### src/rtl/gpio_bank_pkg.sv
package gpio_bank_pkg;

  localparam int unsigned MAX_PORTS  = 4;
  localparam int unsigned WORD_W     = 32;
  localparam int unsigned PIN_BASE   = 'h50;
  localparam int unsigned PIN_STRIDE = 4;
  localparam int unsigned STRIDE_STD = 12;
  localparam int unsigned STRIDE_ALT = 8;
  localparam int unsigned OE_OFFSET  = 4;

  typedef enum logic [1:0] {
    KIND_NONE = 2'd0,
    KIND_OUT  = 2'd1,
    KIND_OE   = 2'd2,
    KIND_PIN  = 2'd3
  } reg_kind_e;

  typedef struct packed {
    reg_kind_e   kind;
    logic [1:0]  port;
  } reg_sel_t;

endpackage

### src/rtl/gpio_bank_decode.sv
module gpio_bank_decode
  import gpio_bank_pkg::*;
#(
  parameter int unsigned ADDR_W     = 8,
  parameter int unsigned NUM_PORTS  = 3,
  parameter bit          ALT_LAYOUT = 1'b0
) (
  input  logic [ADDR_W-1:0] addr,
  output reg_sel_t          sel
);

  localparam int unsigned STRIDE = ALT_LAYOUT ? STRIDE_ALT : STRIDE_STD;

  always_comb begin
    sel.kind = KIND_NONE;
    sel.port = 2'd0;
    for (int unsigned p = 0; p < MAX_PORTS; p++) begin
      if (p < NUM_PORTS) begin
        if (addr == ADDR_W'(p * STRIDE)) begin
          sel.kind = KIND_OUT;
          sel.port = 2'(p);
        end
        if (addr == ADDR_W'(p * STRIDE + OE_OFFSET)) begin
          sel.kind = KIND_OE;
          sel.port = 2'(p);
        end
        if (addr == ADDR_W'(PIN_BASE + p * PIN_STRIDE)) begin
          sel.kind = KIND_PIN;
          sel.port = 2'(p);
        end
      end
    end
  end

  always_comb begin
    if (sel.kind != KIND_NONE) begin
      AST_DECODE_IN_RANGE: assert (int'(sel.port) < int'(NUM_PORTS));
    end
  end

endmodule

### src/rtl/gpio_bank_port.sv
module gpio_bank_port #(
  parameter int unsigned WIDTH = 32
) (
  input  logic             clk,
  input  logic             rst_n,
  input  logic             wr_out,
  input  logic             wr_oe,
  input  logic [WIDTH-1:0] wdata,
  input  logic [WIDTH-1:0] pad_in,
  output logic [WIDTH-1:0] out_q,
  output logic [WIDTH-1:0] oe_q,
  output logic [WIDTH-1:0] pin_q
);

  logic [WIDTH-1:0] sync_s1;
  logic [WIDTH-1:0] sync_s2;
  logic [1:0]       warm;

  always_ff @(posedge clk or negedge rst_n) begin
    if (!rst_n) begin
      out_q <= '0;
      oe_q  <= '0;
    end else begin
      if (wr_out) out_q <= wdata;
      if (wr_oe)  oe_q  <= wdata;
    end
  end

  always_ff @(posedge clk or negedge rst_n) begin
    if (!rst_n) begin
      sync_s1 <= '0;
      sync_s2 <= '0;
    end else begin
      sync_s1 <= pad_in;
      sync_s2 <= sync_s1;
    end
  end

  assign pin_q = sync_s2;

  // cycles since reset, saturating at 2, used only to qualify checks
  always_ff @(posedge clk or negedge rst_n) begin
    if (!rst_n)           warm <= 2'd0;
    else if (warm != 2'd2) warm <= warm + 2'd1;
  end

  AST_OUT_LOAD: assert property (@(posedge clk) disable iff (!rst_n) wr_out |=> out_q == $past(wdata));
  AST_OUT_HOLD: assert property (@(posedge clk) disable iff (!rst_n) !wr_out |=> $stable(out_q));
  AST_OE_LOAD: assert property (@(posedge clk) disable iff (!rst_n) wr_oe |=> oe_q == $past(wdata));
  AST_PIN_LATENCY: assert property (@(posedge clk) disable iff (!rst_n) (warm == 2'd2) |-> pin_q == $past(pad_in, 2));

endmodule

### src/rtl/gpio_bank.sv
module gpio_bank
  import gpio_bank_pkg::*;
#(
  parameter int unsigned NUM_PORTS               = 3,
  parameter int unsigned PORT_WIDTH [MAX_PORTS]  = '{32, 12, 8, 32},
  parameter bit          ALT_LAYOUT              = 1'b0,
  parameter int unsigned ADDR_W                  = 8
) (
  input  logic                        pclk,
  input  logic                        presetn,
  input  logic                        psel,
  input  logic                        penable,
  input  logic                        pwrite,
  input  logic [ADDR_W-1:0]           paddr,
  input  logic [WORD_W-1:0]           pwdata,
  output logic [WORD_W-1:0]           prdata,
  output logic                        pready,
  output logic                        pslverr,
  input  logic [NUM_PORTS*WORD_W-1:0] gpio_in,
  output logic [NUM_PORTS*WORD_W-1:0] gpio_out,
  output logic [NUM_PORTS*WORD_W-1:0] gpio_oe
);

  reg_sel_t          sel;
  logic              wr_en;
  logic [WORD_W-1:0] rd_out [MAX_PORTS];
  logic [WORD_W-1:0] rd_oe  [MAX_PORTS];
  logic [WORD_W-1:0] rd_pin [MAX_PORTS];
  logic              unused_wdata;

  gpio_bank_decode #(
    .ADDR_W    (ADDR_W),
    .NUM_PORTS (NUM_PORTS),
    .ALT_LAYOUT(ALT_LAYOUT)
  ) u_decode (
    .addr(paddr),
    .sel (sel)
  );

  assign wr_en        = psel & penable & pwrite;
  assign unused_wdata = ^pwdata;

  for (genvar p = 0; p < MAX_PORTS; p++) begin : g_slot
    if (p < NUM_PORTS) begin : g_port
      localparam int unsigned W = PORT_WIDTH[p];
      logic         hit;
      logic [W-1:0] out_q;
      logic [W-1:0] oe_q;
      logic [W-1:0] pin_q;

      assign hit = (sel.port == 2'(p));

      gpio_bank_port #(.WIDTH(W)) u_port (
        .clk   (pclk),
        .rst_n (presetn),
        .wr_out(wr_en && hit && sel.kind == KIND_OUT),
        .wr_oe (wr_en && hit && sel.kind == KIND_OE),
        .wdata (pwdata[W-1:0]),
        .pad_in(gpio_in[p*WORD_W +: W]),
        .out_q (out_q),
        .oe_q  (oe_q),
        .pin_q (pin_q)
      );

      assign rd_out[p] = WORD_W'(out_q);
      assign rd_oe[p]  = WORD_W'(oe_q);
      assign rd_pin[p] = WORD_W'(pin_q);
      assign gpio_out[p*WORD_W +: WORD_W] = WORD_W'(out_q);
      assign gpio_oe[p*WORD_W +: WORD_W]  = WORD_W'(oe_q);

      if (W < WORD_W) begin : g_narrow
        logic unused_pad_hi;
        assign unused_pad_hi = ^gpio_in[p*WORD_W+W +: WORD_W-W];
        AST_UPPER_ZERO: assert property (@(posedge pclk) disable iff (!presetn) (psel && !pwrite && hit && sel.kind != KIND_NONE) |-> (prdata >> W) == '0);
      end
    end else begin : g_absent
      assign rd_out[p] = '0;
      assign rd_oe[p]  = '0;
      assign rd_pin[p] = '0;
    end
  end

  always_comb begin
    unique case (sel.kind)
      KIND_OUT: prdata = rd_out[sel.port];
      KIND_OE:  prdata = rd_oe[sel.port];
      KIND_PIN: prdata = rd_pin[sel.port];
      default:  prdata = '0;
    endcase
  end

  assign pready  = 1'b1;
  assign pslverr = 1'b0;

  AST_UNMAPPED_ZERO: assert property (@(posedge pclk) disable iff (!presetn) (psel && !pwrite && sel.kind == KIND_NONE) |-> prdata == '0);
  AST_NO_STRAY_WRITE: assert property (@(posedge pclk) disable iff (!presetn) !(psel && penable && pwrite) |=> ($stable(gpio_out) && $stable(gpio_oe)));

endmodule

### config.mk
export PLATFORM = sky130hd
export DESIGN_NAME = gpio_bank
export DESIGN_NICKNAME = d
export VERILOG_FILES = /design/src/rtl/gpio_bank_pkg.sv /design/src/rtl/gpio_bank_decode.sv /design/src/rtl/gpio_bank_port.sv /design/src/rtl/gpio_bank.sv
export SDC_FILE = /design/constraint.sdc
export NUM_CORES = 1
export LEC_CHECK = 0
export ABC_AREA = 1
export BUFFER_PORTS_ARGS = -buffer_cell sky130_fd_sc_hd__buf_2
export CAP_MARGIN = 20
export CORE_AREA = 3 3 154 156
export CTS_BUF_LIST = sky130_fd_sc_hd__clkbuf_4
export DETAILED_ROUTE_END_ITERATION = 16
export DIE_AREA = 0 0 157 159
export HOLD_SLACK_MARGIN = 0.06
export PLACE_DENSITY = 0.68
export RECOVER_POWER = 25
export SYNTH_ARGS = -nofsm -noshare
export SYNTH_HDL_FRONTEND = slang
export SYNTH_HIERARCHICAL = 1
export SYNTH_SLANG_ARGS = --single-unit
### constraint.sdc
create_clock -name pclk -period 3.2 [get_ports pclk]
set_input_delay 0 -clock pclk [delete_from_list [all_inputs] [get_ports pclk]]
set_output_delay 0 -clock pclk [all_outputs]
set_load 0.03 [all_outputs]
==> results of run 1 <==
per-layer routing:
| layer | vias up | global-route usage |
|---|---|---|
| li1 | 3721 | - |
| met1 | 3828 | 0.279 |
| met2 | 438 | 0.365 |
| met3 | 88 | 0.0432 |
| met4 | 0 | 0.117 |
| met5 | - | 0 |
repair_timing:
| action | CTS | global route |
|---|---|---|
| hold buffers | 147 | 0 |
| setup endpoints to repair | 0 | 0 |
| hold endpoints to repair | 364 | 0 |
| gates resized for setup | 0 | 0 |
worst max-delay path, stage by stage:
cell and delay [ns]:
buf_2 0.10, inv_1 0.05, nor2_2 0.04, nand2_1 0.13
nor2_1 0.06, nor2_1 0.24, nand3_1 0.32, nor2_4 0.22
buf_4 0.45, nand2_1 0.10, a31oi_1 0.23, buf_2 0.24
where the power goes:
part	internal, uW	leakage, uW	total, uW	switching, uW
clock	1110	0.000379	2160	1050
combinational	260	0.00350	772	511
sequential	2760	0.00265	2840	75.2
final cells by class:
type | count | area [sq um] | area share
Antenna cell | 1 | 2.50 | 0.000208
Clock buffer | 78 | 586 | 0.0487
Clock inverter | 9 | 43.8 | 0.00364
Inverter | 18 | 80.1 | 0.00666
Multi-Input combinational cell | 709 | 2960 | 0.246
Sequential cell | 208 | 5200 | 0.433
Tap cell | 285 | 357 | 0.0297
Timing Repair Buffer | 396 | 2780 | 0.232
metrics by stage:
stage          setup WS [ns]  hold WS [ns]
5_1_grt                0.769        0.0794
3_3_place_gp           0.863         0.105
6_report                1.01         0.118
4_1_cts                0.954        0.0650
2_1_floorplan           1.46        -0.296
3_5_place_dp           0.828         0.109
registers in the layout, summed over array words and instances, names as in the netlist:
| signal | count |
|---|---|
| g_slot.g_port.u_port/out_q | 52 |
| g_slot.g_port.u_port/pin_q | 52 |
| g_slot.g_port.u_port/sync_s1 | 52 |
| g_slot.g_port.u_port/oe_q | 52 |
cell families (layout without fill, tap and decap cells):
kind of cell / Yosys count / count (layout) / synth area share
AND/OR/NAND/NOR: 595 / 595 / 0.274
flip-flops: 208 / 208 / 0.583
buffers and inverters: 154 / 501 / 0.126
AO/OA/AOI/OAI: 24 / 24 / 0.0162
other: 2 / 91 / 0.000841
cell usage in the layout, fill, tap and decap left out, types with 17 or more instances in the layout:
cell and count:
nand2_1 448, buf_2 229, dfrtp_1 208, dlygate4sd3_1 146, nand3_1 101, conb_1 90, clkbuf_4 78, a31oi_1 20
nor2_1 18, nand2_2 17
cell usage after synthesis, drive strengths merged:
library cell,n
a21oi,1
a31oi,20
and3,1
buf,135
clkbuf,1
conb,2
dfrtp,208
inv,18
nand2,465
nand3,101
nor2,28
o21ai,3
path summary, 6_finish.rpt:
path / endpoint
worst max-delay path: prdata[28]
worst min-delay path: g_slot[0].g_port.u_port/out_q[23]
worst max register to register: g_slot[1].g_port.u_port/oe_q[10]
worst min register to register: g_slot[0].g_port.u_port/pin_q[21]
max in group asynchronous: g_slot[2].g_port.u_port/pin_q[4]
min in group asynchronous: g_slot[0].g_port.u_port/pin_q[23]
==> results.sh, run 1 <==
export IMPL_outcome="complete, no violations"
export IMPL_fin_crit_sh=0.686
export IMPL_dpl_cell_count=1469
export IMPL_crit_fanout=32
export IMPL_startpoint="paddr[4]"
export IMPL_stdcell_area_sq_um=12000
export IMPL_io_pin_count=367
export IMPL_r2r_start="g_slot[1].g_port.u_port/oe_q[10]"
export IMPL_place_area_sq_um=9930
export IMPL_htreeDepth=2
export IMPL_grt_pass1_wl_microns=44000
export IMPL_endpoint_kind="primary output"
export IMPL_drv_cap=0
export IMPL_synth_largest_area_cell="dfrtp_1"
export IMPL_path_clk_slew_ns=0.06
export IMPL_drc=0
export IMPL_power_density_nw_per_um2=480
export IMPL_die_h_microns=159
export IMPL_ys_types=22
export IMPL_grt_pass1_vias=8299
export IMPL_vias=8075
export IMPL_highest_layer="met4"
export IMPL_globalplace_congestion=0.864
export IMPL_drv_slew=0
export IMPL_clock_sinks=208
export IMPL_synth_top_area_share=0.583
export IMPL_ir_drop_v=0.000335
export IMPL_cp_start_kind="input port"
export IMPL_final_cell_count_no_fill=1704
export IMPL_met3_length_microns=1920
export IMPL_fin_skew_ns=0.0140
export IMPL_fill_cells=2039
export IMPL_hold_start="pwdata[23]"
export IMPL_cts_root_buf="clkbuf_4"
export IMPL_critPathArrivalTime_ns=2.19
export IMPL_cts_tree="yes"
export IMPL_leakagePower_uw=0.00653
export IMPL_clockBufferDepth=3
export IMPL_tightest_slew_ns=1.21
export IMPL_first_pass_iters=5
export IMPL_drtIter0Drc=530
export IMPL_syn_instance_count=983
export IMPL_rows=55
export IMPL_power_total_uw=5770
export IMPL_critPathKind="input port to primary output"
export IMPL_syn_area_per_cell_sq_um=9.09
export IMPL_hold_path_class="input port to flop"
export IMPL_netlist_area_sq_um=8930
export IMPL_max_slew_margin_rel=0.193
export IMPL_numCtsBuffers=54
export IMPL_final_util=0.534
export IMPL_cts_setup_buffers=0
export IMPL_port_buffers=232
export IMPL_grt_ovfl_total=0
export IMPL_ys_warn_count=6
export IMPL_seq_area_frac_synth=0.583
export IMPL_ant_nets=0
export IMPL_grt_setup_unrepaired="false"
export IMPL_track_usage=0.223
export IMPL_min_path_cells=4
export IMPL_initial_core_util=0.397
export IMPL_met1_length_microns=11100
export IMPL_reg2reg_depth=2
export IMPL_routed_wl_microns=28100
export IMPL_vias_per_cell=4.74
export IMPL_area_growth_pct=34.6
export IMPL_grt_max_degree=91
export IMPL_nets=1528
export IMPL_die_area_sq_um=25000
export IMPL_wl_met2_microns=13800
export IMPL_fp_coreArea_sq_um=22500
export IMPL_synth_seq_cells=208
export IMPL_setup_viol=0
export IMPL_clk_latency_ns=0.64
export IMPL_dpl_hpwl_microns=16800
export IMPL_wl_per_cell_microns=16.5
export IMPL_drive_gt1_frac=0.262
export IMPL_antenna_found_initial=1
export IMPL_finalHoldViolations=0
export IMPL_yosys_top_cells_area="dfrtp_1 58%, nand2_1 19%, buf_4 8.6%, nand3_1 5.7%, buf_6 2.0%"
export IMPL_min_period_ns=2.19
export IMPL_cp_required_ns=3.20
export IMPL_die_w_microns=157
export IMPL_fmax_ghz=0.456
export IMPL_rrSetupSlack_ns=2.52
export IMPL_fin_tns_setup_ns=0
(Power assumes the default switching activity.)
==> run 2: changes to the inputs <==
Clock period 3.2 ns to 2.1 ns, I/O delays scaled along.
==> results.sh, run 2 (synthesis gave the netlist of run 1 again) <==
export IMPL_outcome="complete, no violations"
export IMPL_die_area_sq_um=25000
export IMPL_critPathKind="input port to primary output"
export IMPL_pwr_share_comb=0.133
export IMPL_drv_slew=0
export IMPL_drive_gt1_frac=0.270
export IMPL_p_int_uw=6410
export IMPL_hold_path_end="g_slot[2].g_port.u_port/out_q[0]"
export IMPL_rows=55
export IMPL_fmax_ghz=0.505
export IMPL_startpoint="paddr[1]"
export IMPL_final_cell_count_no_fill=1717
export IMPL_htreeDepth=2
export IMPL_vias=8136
export IMPL_die_w_microns=157
export IMPL_drc=0
export IMPL_critPathArrivalTime_ns=1.98
export IMPL_numCtsBuffers=53
export IMPL_clockBufferDepth=3
export IMPL_path_clk_slew_ns=0.07
export IMPL_final_cell_mix="448 x nand2_1, 230 x buf_2, 208 x dfrtp_1"
export IMPL_drtIter0Drc=484
export IMPL_grt_setup_unrepaired="true"
export IMPL_min_period_ns=1.98
export IMPL_wl_per_cell_microns=16.5
export IMPL_tightest_slew_ns=1.36
export IMPL_fin_crit_sh=0.944
export IMPL_area_growth_pct=36.3
export IMPL_pwr_share_clk=0.381
export IMPL_clock_sinks=208
export IMPL_setup_viol=0
export IMPL_grt_ovfl_total=0
export IMPL_r2r_start="g_slot[1].g_port.u_port/oe_q[8]"
export IMPL_crit_chain="buf_2 -> nor2_4 -> nand3_1 -> nor2_2 -> nor2_1 -> nand3_1 -> buf_4 -> inv_2 -> nor2_4 -> buf_4 -> nand2_1 -> a31oi_1 -> buf_2"
export IMPL_switching_share=0.279
export IMPL_ir_drop_v=0.000539
export IMPL_die_h_microns=159
export IMPL_cp_start_kind="input port"
export IMPL_rrSetupSlack_ns=1.40
export IMPL_routed_wl_microns=28400
export IMPL_hold_start="pwrite"
export IMPL_track_usage=0.227
export IMPL_cp_required_ns=2.10
export IMPL_drv_cap=0
export IMPL_leakagePower_uw=0.00661
export IMPL_reg2reg_depth=2
export IMPL_hold_path_class="input port to flop"
export IMPL_first_pass_iters=5
export IMPL_finalHoldViolations=0
export IMPL_cp_num_buf_inv=5
export IMPL_antenna_found_initial=1
export IMPL_cts_tree="yes"
export IMPL_port_buffers=232
export IMPL_grt_pass1_wl_microns=44700
export IMPL_nets=1539
export IMPL_grt_max_degree=66
export IMPL_fp_coreArea_sq_um=22500
export IMPL_cts_root_buf="clkbuf_4"
export IMPL_worst_r2r_endpoint="g_slot[1].g_port.u_port/oe_q[8]"
export IMPL_grt_pass1_vias=8296
export IMPL_vias_per_cell=4.74
export IMPL_dpl_cell_count=1481
export IMPL_power_density_nw_per_um2=730
export IMPL_initial_core_util=0.397
export IMPL_fin_skew_ns=0.0100
export IMPL_endpoint_kind="primary output"
export IMPL_globalplace_congestion=0.887
export IMPL_final_common_cell="nand2_1"
export IMPL_max_slew_margin_rel=0.0949
export IMPL_ant_nets=0
export IMPL_clk_latency_ns=0.62
export IMPL_crit_slowest_cell="nand3_1"
export IMPL_slowest_delay_ns=0.26
export IMPL_power_total_uw=8890
export IMPL_p_sw_uw=2480
export IMPL_cp_top_family="simple AND/OR/NAND/NOR gates"
export IMPL_crit_fanout=10
export IMPL_dpl_hpwl_microns=17500
export IMPL_cts_resized=0
export IMPL_io_pin_count=367
export IMPL_pwr_share_seq=0.487
export IMPL_min_path_cells=7
## run 2: per-stage QoR
stage | worst slack, ns | hold WS, ns | TNS, ns | util | instance area [sq um]
floorplan | 0.357 | -0.296 | 0 | - | 9260
global placement | 0.165 | -0.00296 | 0 | 0.448 | 10100
detailed placement | 0.125 | 0.00318 | 0 | 0.448 | 10100
CTS | 0.138 | 0.0729 | 0 | 0.542 | 12200
global route | -0.0311 | 0.111 | -0.0669 | 0.541 | 12200
finish | 0.118 | 0.141 | 0 | 0.541 | 12200
## run 2: layout make-up
class / count / area [sq um]
Antenna cell: 1 / 2.50
Clock buffer: 78 / 586
Clock inverter: 10 / 67.6
Fill cell: 1999 / 10300
Inverter: 18 / 80.1
Multi-Input combinational cell: 709 / 2960
Sequential cell: 208 / 5200
Tap cell: 285 / 357
Timing Repair Buffer: 408 / 2920
## run 2: worst register-to-register path: stages, from the launching register on
cell	delay, ns
dfrtp_1	0.41
nand2_1	0.10
nand2_1	0.08
## run 2: power groups by stage
stage / combinational, uW / clock (uW) / sequential (uW)
2_1_floorplan: 508 / 0 / 4580
4_1_cts: 1180 / 3470 / 4320
6_report: 1180 / 3380 / 4320
3_5_place_dp: 964 / 0 / 4390
5_1_grt: 1280 / 3720 / 4340
3_3_place_gp: 953 / 0 / 4390
## run 2: worst max path at each step
stage	slack [ns]	depth (start not counted)	endpoint
floorplan	0.36	11	g_slot[1].g_port.u_port/oe_q[1]
global placement	0.17	12	g_slot[1].g_port.u_port/oe_q[6]
detailed placement	0.13	13	g_slot[0].g_port.u_port/out_q[23]
CTS	0.14	9	g_slot[0].g_port.u_port/out_q[17]
global route	-0.03	13	prdata[14]
finish	0.12	13	prdata[16]
## run 2: per-layer routing
| layer | vias up | share of wire | wire length [microns] | GRT usage |
|---|---|---|---|---|
| met4 | 0 | 0.038 | 1090 | 0.104 |
| li1 | 3748 | - | - | - |
| met2 | 431 | 0.50 | 14100 | 0.381 |
| met3 | 79 | 0.073 | 2080 | 0.0448 |
| met5 | - | 0 | 0 | 0 |
| met1 | 3878 | 0.39 | 11100 | 0.282 |
## run 2: what timing repair did
item | 4_1_cts | 5_1_grt
hold buffers | 144 | 0
endpoints found under the hold margin | 364 | 0
setup endpoints to repair | 0 | 6
setup buffers | 0 | 3
==> run 3: changes to the inputs <==
Settings changed: REMOVE_ABC_BUFFERS set to 1.
==> results.sh, run 3 (synthesis gave the netlist of run 1 again) <==
export IMPL_outcome="complete, no violations"
export IMPL_first_pass_iters=5
export IMPL_die_area_sq_um=25000
export IMPL_cp_required_ns=2.63
export IMPL_fill_cells=2006
export IMPL_setup_viol=0
export IMPL_io_pin_count=367
export IMPL_grt_pass1_wl_microns=43500
export IMPL_crit_fanout=8
export IMPL_fin_skew_ns=0.0138
export IMPL_min_period_ns=1.95
export IMPL_final_common_cell="nand2_1"
export IMPL_numCtsBuffers=54
export IMPL_globalplace_congestion=0.863
export IMPL_area_growth_pct=36.9
export IMPL_cts_tree="yes"
export IMPL_vias_per_cell=4.69
export IMPL_cp_start_kind="input port"
export IMPL_wl_per_cell_microns=16.3
export IMPL_hold_path_class="input port to flop"
export IMPL_rows=55
export IMPL_clock_sinks=208
export IMPL_grt_ovfl_total=0
export IMPL_routed_wl_microns=28100
export IMPL_nets=1548
export IMPL_ant_nets=0
export IMPL_clockBufferDepth=3
export IMPL_final_util=0.544
export IMPL_track_usage=0.222
export IMPL_crit_chain="dlygate4sd3_1 -> buf_2 -> and3_1 -> dlygate4sd3_1 -> nand3_1 -> nor2_1 -> inv_2 -> nand2_1 -> nand2_1"
export IMPL_ir_drop_v=0.000415
export IMPL_drc=0
export IMPL_fmax_ghz=0.513
export IMPL_grt_max_degree=68
export IMPL_endpoint_kind="flop"
export IMPL_drv_cap=0
export IMPL_cp_num_buf_inv=4
export IMPL_fp_coreArea_sq_um=22500
export IMPL_initial_core_util=0.397
export IMPL_drtIter0Drc=496
export IMPL_antenna_found_initial=1
export IMPL_crit_slowest_cell="dlygate4sd3_1"
export IMPL_die_h_microns=159
export IMPL_leakagePower_uw=0.00664
export IMPL_tightest_slew_ns=1.11
export IMPL_path_clk_slew_ns=0.06
export IMPL_clk_latency_ns=0.64
export IMPL_power_total_uw=8800
export IMPL_htreeDepth=2
export IMPL_critPathArrivalTime_ns=2.48
export IMPL_finalHoldViolations=0
export IMPL_cts_setup_buffers=0
export IMPL_die_w_microns=157
export IMPL_drv_slew=0
export IMPL_fin_crit_sh=0.929
export IMPL_drive_gt1_frac=0.272
export IMPL_grt_setup_unrepaired="false"
export IMPL_final_cell_mix="448 x nand2_1, 231 x buf_2, 208 x dfrtp_1"
export IMPL_cts_root_buf="clkbuf_4"
export IMPL_grt_pass1_vias=8237
export IMPL_slowest_delay_ns=0.61
export IMPL_max_slew_margin_rel=0.261
export IMPL_vias=8070
export IMPL_critPathKind="input port to flop"
export IMPL_power_density_nw_per_um2=719
export IMPL_cp_top_family="buffers and inverters"
export IMPL_dpl_hpwl_microns=17700
export IMPL_port_buffers=232
## run 3: timing repair
action / 4_1_cts / 5_1_grt
hold buffers: 150 / 0
endpoints found under the setup margin: 3 / 0
hold endpoints to repair: 364 / 0
resized for setup: 1 / 0
## run 3: power breakdown
part	switching, uW	internal (uW)
Clock	1560	1730
Combinational	774	405
Sequential	116	4210
## run 3: layout make-up
cell class                 count  area (sq um)  share of cell area
sequential                   208          5200               0.426
inverter                      18          80.1             0.00655
timing repair buffer         416          2980               0.244
tap                          285           357              0.0292
antenna                        2          5.00            0.000409
clock inverter                10          75.1             0.00614
multi-input combinational    709          2970               0.243
clock buffer                  74           556              0.0454
## run 3: final timing paths
kind / from / to / slack, ns / depth (start not counted)
min in group asynchronous: presetn / g_slot[1].g_port.u_port/out_q[7] / 0.51 / 4
max in group asynchronous: presetn / g_slot[1].g_port.u_port/oe_q[11] / 0.57 / 4
min reg2reg: g_slot[0].g_port.u_port/sync_s1[29] / g_slot[0].g_port.u_port/pin_q[29] / 0.34 / 0
max: penable / g_slot[2].g_port.u_port/oe_q[4] / 0.15 / 9
max reg2reg: g_slot[0].g_port.u_port/oe_q[16] / g_slot[0].g_port.u_port/oe_q[16] / 1.43 / 2
min: pwdata[28] / g_slot[0].g_port.u_port/oe_q[28] / 0.11 / 4
## run 3: worst min-delay path, delay by kind of cell
kind                   cells  cell delay (ns)
buffers and inverters      2             0.63
and+or+nand+nor            2             0.09
## run 3: layer usage
layer | GRT usage | vias to the layer above | share of wire
met5 | 0 | - | 0
met3 | 0.0614 | 76 | 0.095
met2 | 0.373 | 419 | 0.50
met1 | 0.272 | 3810 | 0.38
li1 | - | 3765 | -
met4 | 0.0816 | 0 | 0.029
## run 3: stage by stage
step / worst slack (ns) / setup TNS, ns / instance area [sq um] / cells / hold slack (ns)
global route: 0.0205 / 0 / 12200 / 1721 / 0.0858
detailed placement: -0.0858 / -0.669 / 10100 / 1486 / -0.0256
floorplan: -1.84 / -234.68 / 8210 / 935 / -0.296
CTS: 0.188 / 0 / 12300 / 1720 / 0.0644
finish: 0.150 / 0 / 12200 / 1722 / 0.109
global placement: -0.0332 / -0.233 / 10100 / 1486 / -0.0269
